<file path="src/rtl/vlan_ind_pkg.sv">
package vlan_ind_pkg;

  localparam int BYTE_W = 8;

  // host register map
  localparam logic [7:0] A_GLOBAL = 8'h05;
  localparam logic [7:0] A_CMD    = 8'h6E;
  localparam logic [7:0] A_INDEX  = 8'h6F;
  localparam logic [7:0] A_STG_HI = 8'h76;
  localparam logic [7:0] A_STG_MD = 8'h77;
  localparam logic [7:0] A_STG_LO = 8'h78;

  // command codes
  localparam logic [7:0] CMD_FETCH = 8'h14;
  localparam logic [7:0] CMD_STORE = 8'h04;

  localparam int GLB_EN_BIT = 7;

  typedef struct packed {
    logic       valid;
    logic [4:0] ports;
    logic [3:0] fid;
    logic [11:0] vid;
  } vent_t;

  localparam int ENTRY_W = $bits(vent_t);
  localparam int HI_W    = ENTRY_W - 2 * BYTE_W;

  function automatic logic is_mapped(input logic [7:0] a);
    return (a == A_GLOBAL) || (a == A_CMD) || (a == A_INDEX) ||
           (a == A_STG_HI) || (a == A_STG_MD) || (a == A_STG_LO);
  endfunction

endpackage

</file>
<file path="src/rtl/vlan_ind_regs.sv">
module vlan_ind_regs
  import vlan_ind_pkg::*;
(
  input  logic        clk,
  input  logic        rst_n,
  input  logic        req_valid,
  output logic        req_ready,
  input  logic        req_write,
  input  logic [7:0]  req_addr,
  input  logic [7:0]  req_wdata,
  output logic        rsp_valid,
  output logic [7:0]  rsp_rdata,
  output logic        vlan_en,
  input  logic        busy,
  output logic        launch,
  output logic [7:0]  launch_cmd,
  output logic [7:0]  launch_idx,
  input  logic        load_go,
  input  vent_t       load_entry,
  output vent_t       stage
);

  logic       en_q;
  logic [7:0] cmd_q;
  logic [7:0] idx_q;
  vent_t      stage_q;
  logic       rsp_v_q;
  logic [7:0] rsp_d_q;
  logic       take;
  logic       take_wr;
  logic [7:0] rd_mux;

  assign take    = req_valid && !busy;
  assign take_wr = take && req_write;

  assign launch     = take_wr && (req_addr == A_INDEX);
  assign launch_cmd = cmd_q;
  assign launch_idx = req_wdata;

  always_comb begin
    rd_mux = '0;
    case (req_addr)
      A_GLOBAL: rd_mux[GLB_EN_BIT] = en_q;
      A_CMD:    rd_mux = cmd_q;
      A_INDEX:  rd_mux = idx_q;
      A_STG_HI: rd_mux = {{(BYTE_W - HI_W){1'b0}}, stage_q[ENTRY_W-1 -: HI_W]};
      A_STG_MD: rd_mux = stage_q[2*BYTE_W-1 -: BYTE_W];
      A_STG_LO: rd_mux = stage_q[BYTE_W-1:0];
      default:  rd_mux = '0;
    endcase
  end

  always_ff @(posedge clk) begin
    if (!rst_n) begin
      en_q  <= 1'b0;
      cmd_q <= '0;
      idx_q <= '0;
    end else if (take_wr) begin
      case (req_addr)
        A_GLOBAL: en_q  <= req_wdata[GLB_EN_BIT];
        A_CMD:    cmd_q <= req_wdata;
        A_INDEX:  idx_q <= req_wdata;
        default:  ;
      endcase
    end
  end

  always_ff @(posedge clk) begin
    if (!rst_n) begin
      stage_q <= '0;
    end else if (load_go) begin
      stage_q <= load_entry;
    end else if (take_wr) begin
      case (req_addr)
        A_STG_HI: stage_q[ENTRY_W-1 -: HI_W]     <= req_wdata[HI_W-1:0];
        A_STG_MD: stage_q[2*BYTE_W-1 -: BYTE_W]  <= req_wdata;
        A_STG_LO: stage_q[BYTE_W-1:0]            <= req_wdata;
        default:  ;
      endcase
    end
  end

  always_ff @(posedge clk) begin
    if (!rst_n) begin
      rsp_v_q <= 1'b0;
      rsp_d_q <= '0;
    end else begin
      rsp_v_q <= take && !req_write;
      if (take && !req_write) rsp_d_q <= rd_mux;
    end
  end

  assign req_ready = !busy;
  assign rsp_valid = rsp_v_q;
  assign rsp_rdata = rsp_d_q;
  assign vlan_en   = en_q;
  assign stage     = stage_q;

endmodule

</file>
<file path="src/rtl/vlan_ind_seq.sv">
module vlan_ind_seq
  import vlan_ind_pkg::*;
#(
  parameter int DEPTH = 16,
  localparam int IDXW = $clog2(DEPTH)
) (
  input  logic            clk,
  input  logic            rst_n,
  input  logic            launch,
  input  logic [7:0]      launch_cmd,
  input  logic [7:0]      launch_idx,
  output logic            busy,
  output logic [IDXW-1:0] tab_idx,
  output logic            fetch_go,
  output logic            store_go
);

  logic       pend_q;
  logic [7:0] cmd_q;
  logic [7:0] idx_q;
  logic       in_range;

  always_ff @(posedge clk) begin
    if (!rst_n) begin
      pend_q <= 1'b0;
      cmd_q  <= '0;
      idx_q  <= '0;
    end else begin
      pend_q <= launch;
      if (launch) begin
        cmd_q <= launch_cmd;
        idx_q <= launch_idx;
      end
    end
  end

  assign in_range = ({24'd0, idx_q} < DEPTH);
  assign busy     = pend_q;
  assign tab_idx  = idx_q[IDXW-1:0];
  assign fetch_go = pend_q && in_range && (cmd_q == CMD_FETCH);
  assign store_go = pend_q && in_range && (cmd_q == CMD_STORE);

endmodule

</file>
<file path="src/rtl/vlan_ind_store.sv">
module vlan_ind_store
  import vlan_ind_pkg::*;
#(
  parameter int DEPTH = 16,
  localparam int IDXW = $clog2(DEPTH)
) (
  input  logic            clk,
  input  logic            rst_n,
  input  logic [IDXW-1:0] idx,
  input  logic            wr_go,
  input  vent_t           wr_entry,
  output vent_t           rd_entry
);

  vent_t cells [DEPTH];

  for (genvar g = 0; g < DEPTH; g++) begin : g_cell
    always_ff @(posedge clk) begin
      if (!rst_n) begin
        cells[g] <= '0;
      end else if (wr_go && (idx == IDXW'(g))) begin
        cells[g] <= wr_entry;
      end
    end
  end

  assign rd_entry = cells[idx];

endmodule

</file>
<file path="src/rtl/vlan_ind_table.sv">
module vlan_ind_table
  import vlan_ind_pkg::*;
#(
  parameter int DEPTH = 16
) (
  input  logic       clk,
  input  logic       rst_n,
  input  logic       req_valid,
  output logic       req_ready,
  input  logic       req_write,
  input  logic [7:0] req_addr,
  input  logic [7:0] req_wdata,
  output logic       rsp_valid,
  output logic [7:0] rsp_rdata,
  output logic       vlan_en
);

  localparam int IDXW = $clog2(DEPTH);

  logic            busy;
  logic            launch;
  logic [7:0]      launch_cmd;
  logic [7:0]      launch_idx;
  logic [IDXW-1:0] tab_idx;
  logic            fetch_go;
  logic            store_go;
  vent_t           stage;
  vent_t           rd_entry;

  vlan_ind_regs u_regs (
    .clk        (clk),
    .rst_n      (rst_n),
    .req_valid  (req_valid),
    .req_ready  (req_ready),
    .req_write  (req_write),
    .req_addr   (req_addr),
    .req_wdata  (req_wdata),
    .rsp_valid  (rsp_valid),
    .rsp_rdata  (rsp_rdata),
    .vlan_en    (vlan_en),
    .busy       (busy),
    .launch     (launch),
    .launch_cmd (launch_cmd),
    .launch_idx (launch_idx),
    .load_go    (fetch_go),
    .load_entry (rd_entry),
    .stage      (stage)
  );

  vlan_ind_seq #(.DEPTH(DEPTH)) u_seq (
    .clk        (clk),
    .rst_n      (rst_n),
    .launch     (launch),
    .launch_cmd (launch_cmd),
    .launch_idx (launch_idx),
    .busy       (busy),
    .tab_idx    (tab_idx),
    .fetch_go   (fetch_go),
    .store_go   (store_go)
  );

  vlan_ind_store #(.DEPTH(DEPTH)) u_store (
    .clk      (clk),
    .rst_n    (rst_n),
    .idx      (tab_idx),
    .wr_go    (store_go),
    .wr_entry (stage),
    .rd_entry (rd_entry)
  );

endmodule

</file>
<file path="config.mk">
export PLATFORM = sky130hd
export DESIGN_NAME = vlan_ind_table
export DESIGN_NICKNAME = d
export VERILOG_FILES = /design/src/rtl/vlan_ind_pkg.sv /design/src/rtl/vlan_ind_regs.sv /design/src/rtl/vlan_ind_seq.sv /design/src/rtl/vlan_ind_store.sv /design/src/rtl/vlan_ind_table.sv
export SDC_FILE = /design/constraint.sdc
export NUM_CORES = 1
export LEC_CHECK = 0
export BUFFER_PORTS_ARGS = -buffer_cell sky130_fd_sc_hd__buf_2
export CAP_MARGIN = 20
export CORE_AREA = 3 3 256 258
export CTS_CLUSTER_DIAMETER = 150
export DETAILED_ROUTE_END_ITERATION = 6
export DIE_AREA = 0 0 259 261
export GPL_TIMING_DRIVEN = 0
export PLACE_DENSITY = 0.46
export SETUP_SLACK_MARGIN = 0.5
export SLEW_MARGIN = 20
export SYNTH_ARGS = -nofsm -noshare
export SYNTH_HDL_FRONTEND = slang
export SYNTH_HIERARCHICAL = 1
export SYNTH_SLANG_ARGS = --single-unit
</file>
<file path="constraint.sdc">
create_clock -name clk -period 5.6 [get_ports clk]
set_input_delay 1.12 -clock clk [delete_from_list [all_inputs] [get_ports clk]]
set_output_delay 1.12 -clock clk [all_outputs]
set_load 0.02 [all_outputs]
</file>
# Word-level counts from Yosys, hierarchy flattened
# Memory sizes are Yosys's and may differ from the RTL's. A register that Yosys moved wholly into a read port is not among the register bits.
# Index checks and enable logic that the tools add are counted.
totals:
  reg_bits: 65
  ram_bits: 352
  output_inout_bits: 11
  mem_count: 1
memory_table:
  columns: ["name", "depth", "word_bits", "read_ports", "rd_clocked_by_memory_dff", "write_ports", "line", "text"]
  rows:
  - ["u_store.cells", 16, 22, 1, 1, 16, "vlan_ind_store.sv:15", "vent_t cells [DEPTH];"]
classes:
  magnitude_cmp: 1
  n_eq_ne: 23
  mux: 74
  n_bitwise: 16
  n_reduce_logical: 36
op_table:
  columns: ["cell", "n"]
  rows:
  - ["$mux 22", 18]
  - ["$mux 1", 49]
  - ["$eq 8x7->1 const B", 5]
  - ["$pmux 7 s5", 1]
  - ["$eq 4x4->1 const B", 8]
  - ["$logic_and 1x1->1", 23]
  - ["$eq 4x3->1 const B", 4]
  - ["$eq 8x3->1 const B", 2]
  - ["$mux 8", 2]
  - ["$or 1x1->1", 16]
  - ["$reduce_and 2->1", 6]
  - ["$eq 4x2->1 const B", 2]
  - ["$eq 8x5->1 const B", 1]
  - ["$lt 8x5->1 const B", 1]
  - ["$mux 4", 2]
  - ["$reduce_bool 2->1", 4]
  - ["$mux 6", 1]
  - ["$pmux 1 s5", 1]
  - ["$eq 4x1->1 const B", 1]
  - ["$logic_not 4->1", 1]
  - ["$logic_not 1->1", 2]

# Depth between registers and ports, before layout
# Gate-level depths: netlist of the first run.
logic_depth:
  ltp_word: 8
  ltp_mapped: 9
  depth_no_buf: 5

# Modules after synthesis
# The synthesis of the first run kept the hierarchy.
modules_own_cells:
  columns: ["mod", "n_inst", "cells_each", "area_each_um2", "seq_area_each_um2"]
  rows:
  - ["vlan_ind_store", 1, 995, 15870.2, 10570.1]
  - ["vlan_ind_regs", 1, 256, 2418.6, 960.9]
  - ["vlan_ind_seq", 1, 64, 721.9, 340.3]

# Least setup slack after synthesis of the first run
# OpenSTA, ideal clock, no wires.
synth_path:
  path_kind: "flip-flop to flip-flop"
  from: "register u_seq.idx_q[7]"
  to: "memory u_store/cells[10][0] in the netlist's numbering (enable)"
  setup_time_ps: 432
  t_arrival_ps: 3050
  slack_ps: 2119
  stages_incl_launch_ff: 6
  n_path_buf: 1
  cell_sequence: "dfxtp_1 > or4b_4 > nor4_2 > clkbuf_1 > nand2_1 > o21ai_0"
synth_rtl:
  columns: ["element", "line", "text"]
  rows:
  - ["start: declaration", "vlan_ind_seq.sv:20", "logic [7:0] idx_q;"]
  - ["start signal: assignment", "vlan_ind_seq.sv:32", "idx_q <= launch_idx;"]
  - ["end: declaration", "vlan_ind_store.sv:15", null]

==> results.txt, run 1 <==
Status: completed
Most common cell after layout, fill and taps aside: and2_1
Vias in the first global route: 11700
Port buffer count: 29
Post-Syn Instances: 1315
Post-Synthesis Net Count: 1335
Largest cells by area after synthesis: edfxtp_1 56%, and2_1 12%, mux4_2 10%
Slew of the pin with the lowest slew margin: 972 ps
Leakage: 7.58 nW
CTS Hold Buffers Added: 0
Layout cell share with drive strength beyond 1: 19.4%
GRT Residual Overflow: 0
Psw: 1.42 mW
Initial antenna violation count: 1
Flop pwr share: 52.7%
Required time of the critical path: 6040 ps
Via Count: 11100
Placer Congestion: 0.814
First-pass GRT wire length: 79900 µm
CTS tree: done
Placed cells: 2206
CTS max path bufs: 3
Sequential fraction of the synthesis area: 62.4%
Total power: 6.65 mW
Initial Util: 30.1%
Final ANT Viol Nets: 0
P&R area growth vs syn: 17.1%
Clock Skew: 23.3 ps
Die Ht: 261 µm
Post-synth top area cell: edfxtp_1
Mapped Area: 19000 µm²
EDFF count, synth: 352
Std-Cell Rows: 92
Main synth FF type: edfxtp_1
Resize count post-CTS: 0
Worst-Skew Late Latency: 590 ps
FF/Latch Area: 11900 µm²
Async SR Flop Fraction: 0%
Setup repair after global routing missed its margin: no
Placed Instance Area: 20800 µm²
Detailed Routing Iterations Pass 1: 5
Vias per cell: 4.83
Min cycle time layout: 3260 ps
Htree depth: 2
Gr usage total: 16.1%
Largest net degree at the start of global routing: 17
CP endpoint kind: register
Hold Path Class: register to register
Die W: 259 µm
Final cell count without fillers: 2293
Crit Path Max Fanout: 10
Crit start category: register
Flop and latch count out of synthesis: 417
Footprint of the multi-input gates: 6730 µm²
Max-slew headroom at the worst pin: 35.2%
Initial drt markers: 745
Power Density: 299 nW/µm²
Clock buffers created by TritonCTS: 47
CTS Root Cell: clkbuf_16
Crit Path Class: register to register
# setup viols final: 0
CP Data Arrival Time: 3690 ps
Clock Sink Count: 417
Synth cell types: 48
Routed WL: 53900 µm
Fillers: 6083
Worst vdd ir: 0.000204 V
Fin util: 35.2%
Die ar.: 67600 µm²
Ys Warns: 6
Sw frac: 21.4%
Slew Limit Fails: 0
Final instance area: 22300 µm²
Most frequent cells in the layout: 356 x and2_1, 352 x edfxtp_1, 88 x clkbuf_1, 88 x mux4_2, 65 x dfxtp_1
Fmax: 307 MHz
Synth top area share: 55.6%
Maxcap violations: 0
Final worst slack: 2340 ps
Clock transition at the registers of the reported paths: 60 ps
Clock group share of total power: 43.5%
Num ports: 31
Mean routed wirelength per cell: 23.5 µm
Residual DRC: 0
Core area: 63200 µm²
Final worst-path cycle share: 58.2%
Post-place setup slack: 1570 ps
Fin. Hold Viols: 0
Post-CTS Setup Inserts: 0
Synthesized area per cell: 14.5 µm²
Logic pwr share: 3.8%
DPL Wire Length: 38100 µm
Post-layout net count: 1429
Int Pwr: 5.23 mW
-- worst max-delay path, stage by stage, from the launching register on --
cell and delay (ps):
dfxtp_1 440, or4b_4 510, nor4_2 410, clkbuf_1 360, nand2_1 220, nor4_2 380, clkbuf_1 580, and2_1 220
-- state kept, by name, summed over array words and instances, names as in the netlist --
signal             flops
u_store/cells        352
u_regs/rsp_valid       1
u_seq/cmd_q            8
u_regs/rsp_rdata       8
u_regs/stage          22
u_seq/idx_q            8
u_regs/launch_cmd      8
u_regs/vlan_en         1
u_regs/idx_q           8
u_seq/busy             1
-- area by class of cell --
type	instances	area share (%)
repair buffers	45	2.63
flip-flops and latches	417	53.3
inverters	5	0.0843
multi-input cells	773	30.3
clock inverters	23	0.781
diodes	1	0.0112
clock buffers	63	5.60
well taps	846	4.76
plain buffers	120	2.55
-- through the flow --
| stage | setup TNS, ps | hold WS (ps) |
|---|---|---|
| 2_1_floorplan | 0 | 473 |
| 3_3_place_gp | -20160 | 491 |
| 3_5_place_dp | 0 | 502 |
| 4_1_cts | 0 | 518 |
| 5_1_grt | 0 | 549 |
| 6_report | 0 | 514 |
-- path summary, 6_finish.rpt --
check                                     start                   end  slack, ps  cells after the start
worst max-delay path                 u_seq/busy  u_store/cells[0][17]       2340                      7
worst min-delay path            u_regs/idx_q[3]       u_regs/idx_q[3]        510                      2
worst max register to register       u_seq/busy  u_store/cells[0][17]       2340                      7
worst min register to register  u_regs/idx_q[3]       u_regs/idx_q[3]        510                      2
-- power groups by stage --
| stage | clock (mW) | combinational (mW) | sequential, mW |
|---|---|---|---|
| finish | 2.90 | 0.252 | 3.50 |
| global route | 3.10 | 0.268 | 3.52 |
| CTS | 2.98 | 0.257 | 3.51 |
| detailed placement | 0 | 0.256 | 3.57 |
| global placement | 0 | 0.208 | 3.58 |
| floorplan | 0 | 0.116 | 3.57 |
-- layer usage --
metal	up-vias	wire, µm	share of wire, %	track usage [%]
met2	206	26100	49	26.7
met3	64	2110	3.9	2.35
met1	5762	24500	45	22.2
met4	0	1150	2.1	4.24
met5	-	0	0	0
li1	5050	-	-	-
-- Yosys cell counts (2+ instances only) --
cell type	number
a22o_1	4
buf_4	16
nand2_1	35
mux4_2	88
inv_1	4
nand2b_1	3
nand4_1	3
and2_1	356
nor4_2	6
nor2b_1	39
nor2_1	14
edfxtp_1	352
a21oi_1	22
mux2_2	4
clkbuf_1	74
a22oi_1	39
nand4b_1	4
a221oi_1	2
nor3_1	6
dfxtp_1	65
nand3b_1	2
buf_1	5
nor4_1	2
and3b_1	2
clkbuf_2	4
or4_1	3
a22oi_2	10
a31oi_1	8
buf_2	17
nand3b_4	2
o21ai_0	47
mux2i_1	58
buf_6	4
-- cells by family after synthesis --
| logic type | synth area share [%] |
|---|---|
| AOI/OAI and AO/OA | 4.69 |
| buffers and inverters | 3.08 |
| DFF | 62.4 |
| muxes | 13.7 |
| and+or+nand+nor | 16.1 |
Power figures use the tool's default switching activity.
==> inputs of run 2 (changes only) <==
--- a/config.mk
+++ b/config.mk
@@ -12,7 +12,7 @@
 export DETAILED_ROUTE_END_ITERATION = 6
 export DIE_AREA = 0 0 259 261
 export GPL_TIMING_DRIVEN = 0
-export PLACE_DENSITY = 0.46
+export PLACE_DENSITY = 0.47
 export SETUP_SLACK_MARGIN = 0.5
 export SLEW_MARGIN = 20
 export SYNTH_ARGS = -nofsm -noshare
==> constraint.sdc (replaced) <==
create_clock -name clk -period 2.8 [get_ports clk]
set_input_delay 0.56 -clock clk [delete_from_list [all_inputs] [get_ports clk]]
set_output_delay 0.56 -clock clk [all_outputs]
set_load 0.02 [all_outputs]
==> run 2 against run 1 <==
Effect of this change:
- maximum frequency increased by 23%
- first-iteration DRC count increased by 36%
- count of clock-buffer cells in the layout up 7
- via count grew 6.7%
- register-to-register slack worse by 2200 ps
- worst setup slack worse by 2200 ps
- die area unchanged
- clock skew is 0.55 ps lower
- combinational power increased by 130%
- non-clock buffer count is 88 higher
- wire length grew 8.8%
- critical path type unchanged
- critical endpoint is now u_store/cells[13][5]
==> results.txt, run 2 (synthesis gave the netlist of run 1 again) <==
R2r setup slk: 150 ps
Required time of the critical path: 3240 ps
Top layer in use: met4
HP Start: req_addr[1]
Worst Hold End: u_regs/rsp_rdata[4]
R2R Path Start: u_seq/cmd_q[7]
Total power: 13.4 mW
DPL Wire Length: 37300 µm
Die W: 259 µm
Min cycle time layout: 2650 ps
Setup TNS Final: 0 ps
Largest register FFs: 352
Placer Congestion: 0.836
Routed met3 length: 3020 µm
CP endpoint kind: register
GRT Residual Overflow: 0
Crit Path Max Fanout: 8
P&R area growth vs syn: 28.5%
Worst-Skew Late Latency: 600 ps
Clock transition at the registers of the reported paths: 60 ps
Final ANT Viol Nets: 0
CTS tree: done
M1 WL: 26800 µm
Port buffer count: 29
Initial drt markers: 1013
Reg with most FFs: u_store/cells
Max-slew headroom at the worst pin: 41.5%
Initial antenna violation count: 1
Vias in the first global route: 12200
Post-layout net count: 1533
Largest net degree at the start of global routing: 21
CTS Root Cell: clkbuf_16
Clock Sink Count: 417
CP Data Arrival Time: 3090 ps
Most frequent cells in the layout: 352 x edfxtp_1, 334 x and2_1, 88 x mux4_2
Final worst-path cycle share: 94.5%
Routed WL: 58600 µm
Residual DRC: 0
Setup repair after global routing missed its margin: yes
Most common cell after layout, fill and taps aside: edfxtp_1
Worst hold stages: 3
Mean routed wirelength per cell: 24.4 µm
Crit start category: register
Gr usage total: 17.0%
Maxcap violations: 0
Leakage: 8.49 nW
Hold Path Class: primary input to register
Die ar.: 67600 µm²
Fmax: 378 MHz
Power Density: 550 nW/µm²
Fin. Hold Viols: 0
Htree depth: 2
Worst vdd ir: 0.000443 V
CTS max path bufs: 3
Worst r2r path cells: 9
Status: completed
Std-Cell Rows: 92
Crit Path Class: register to register
WP buf/inv: 4
Clock Skew: 22.7 ps
Detailed Routing Iterations Pass 1: 5
Via Count: 11800
Initial Util: 30.1%
Cell family with most CP delay: simple AND/OR/NAND/NOR gates
Vias per cell: 4.93
Crit-path cells: or4b_4 -> nor4_4 -> buf_8 -> nand4_1 -> buf_6 -> nor2_4 -> buf_12 -> clkbuf_16 -> and2_1
Critical path's largest stage delay: 570 ps
Slowest cell on the critical path: or4b_4
First-pass GRT wire length: 83700 µm
Num ports: 31
Clock buffers created by TritonCTS: 47
Slew of the pin with the lowest slew margin: 877 ps
CTS Hold Buffers Added: 0
Layout cell share with drive strength beyond 1: 31.0%
# setup viols final: 0
Slew Limit Fails: 0
Met2 wire len: 27200 µm
Die Ht: 261 µm
Core area: 63200 µm²
RR Endpoint: u_store/cells[13][5]
[run 2: where the power goes]
group / switching (mW) / internal, mW
clock: 2.52 / 3.33
sequential: 0.0630 / 6.94
combinational: 0.333 / 0.252
[run 2: how the worst max path moves through the flow]
stage | cells past startpoint | endpoint | startpoint
floorplan | 5 | u_store/cells[5][0] | u_seq/idx_q[7]
global placement | 7 | u_store/cells[2][13] | u_seq/busy
detailed placement | 7 | u_store/cells[2][14] | u_seq/busy
CTS | 8 | u_store/cells[3][5] | u_seq/cmd_q[6]
global route | 9 | u_store/cells[13][6] | u_seq/cmd_q[7]
finish | 9 | u_store/cells[13][5] | u_seq/cmd_q[7]
[run 2: area by class of cell]
cell class	count	area, µm²
Timing Repair Buffer	133	1610
Fill cell	5894	38800
Inverter	5	18.8
Sequential cell	417	11900
Buffer	120	1140
Antenna cell	1	2.50
Tap cell	846	1060
Clock buffer	70	1350
Multi-Input combinational cell	789	7280
Clock inverter	17	93.8
[run 2: per-layer routing]
metal  GRT usage, %  vias up
met3           2.49       68
met4           5.51        0
met2           26.8      298
li1               -     5308
met5              0        -
met1           24.1     6149
[run 2: worst reg2reg max path, delay by kind of cell (launching register included)]
kind          cells  cell delay [ps]
flops             1              310
simple gates      5             1460
buf+inv           4              730
[run 2: timing repair]
action / in CTS / in global routing
pin swaps: 42 / 19
gates cloned: 22 / 12
setup buffers: 73 / 13
endpoints found under the setup margin: 726 / 727
gates resized for setup: 166 / 188
[run 2: stage by stage]
step	area (µm²)	instances	worst slack (ps)	hold WS, ps	util [%]
6_report	24400	2398	154	342	38.7
5_1_grt	24400	2397	129	360	38.7
4_1_cts	23500	2372	190	312	37.3
3_5_place_dp	20400	2190	-600	502	32.3
3_3_place_gp	20400	2190	-590	488	32.3
2_1_floorplan	19200	1315	517	473	-
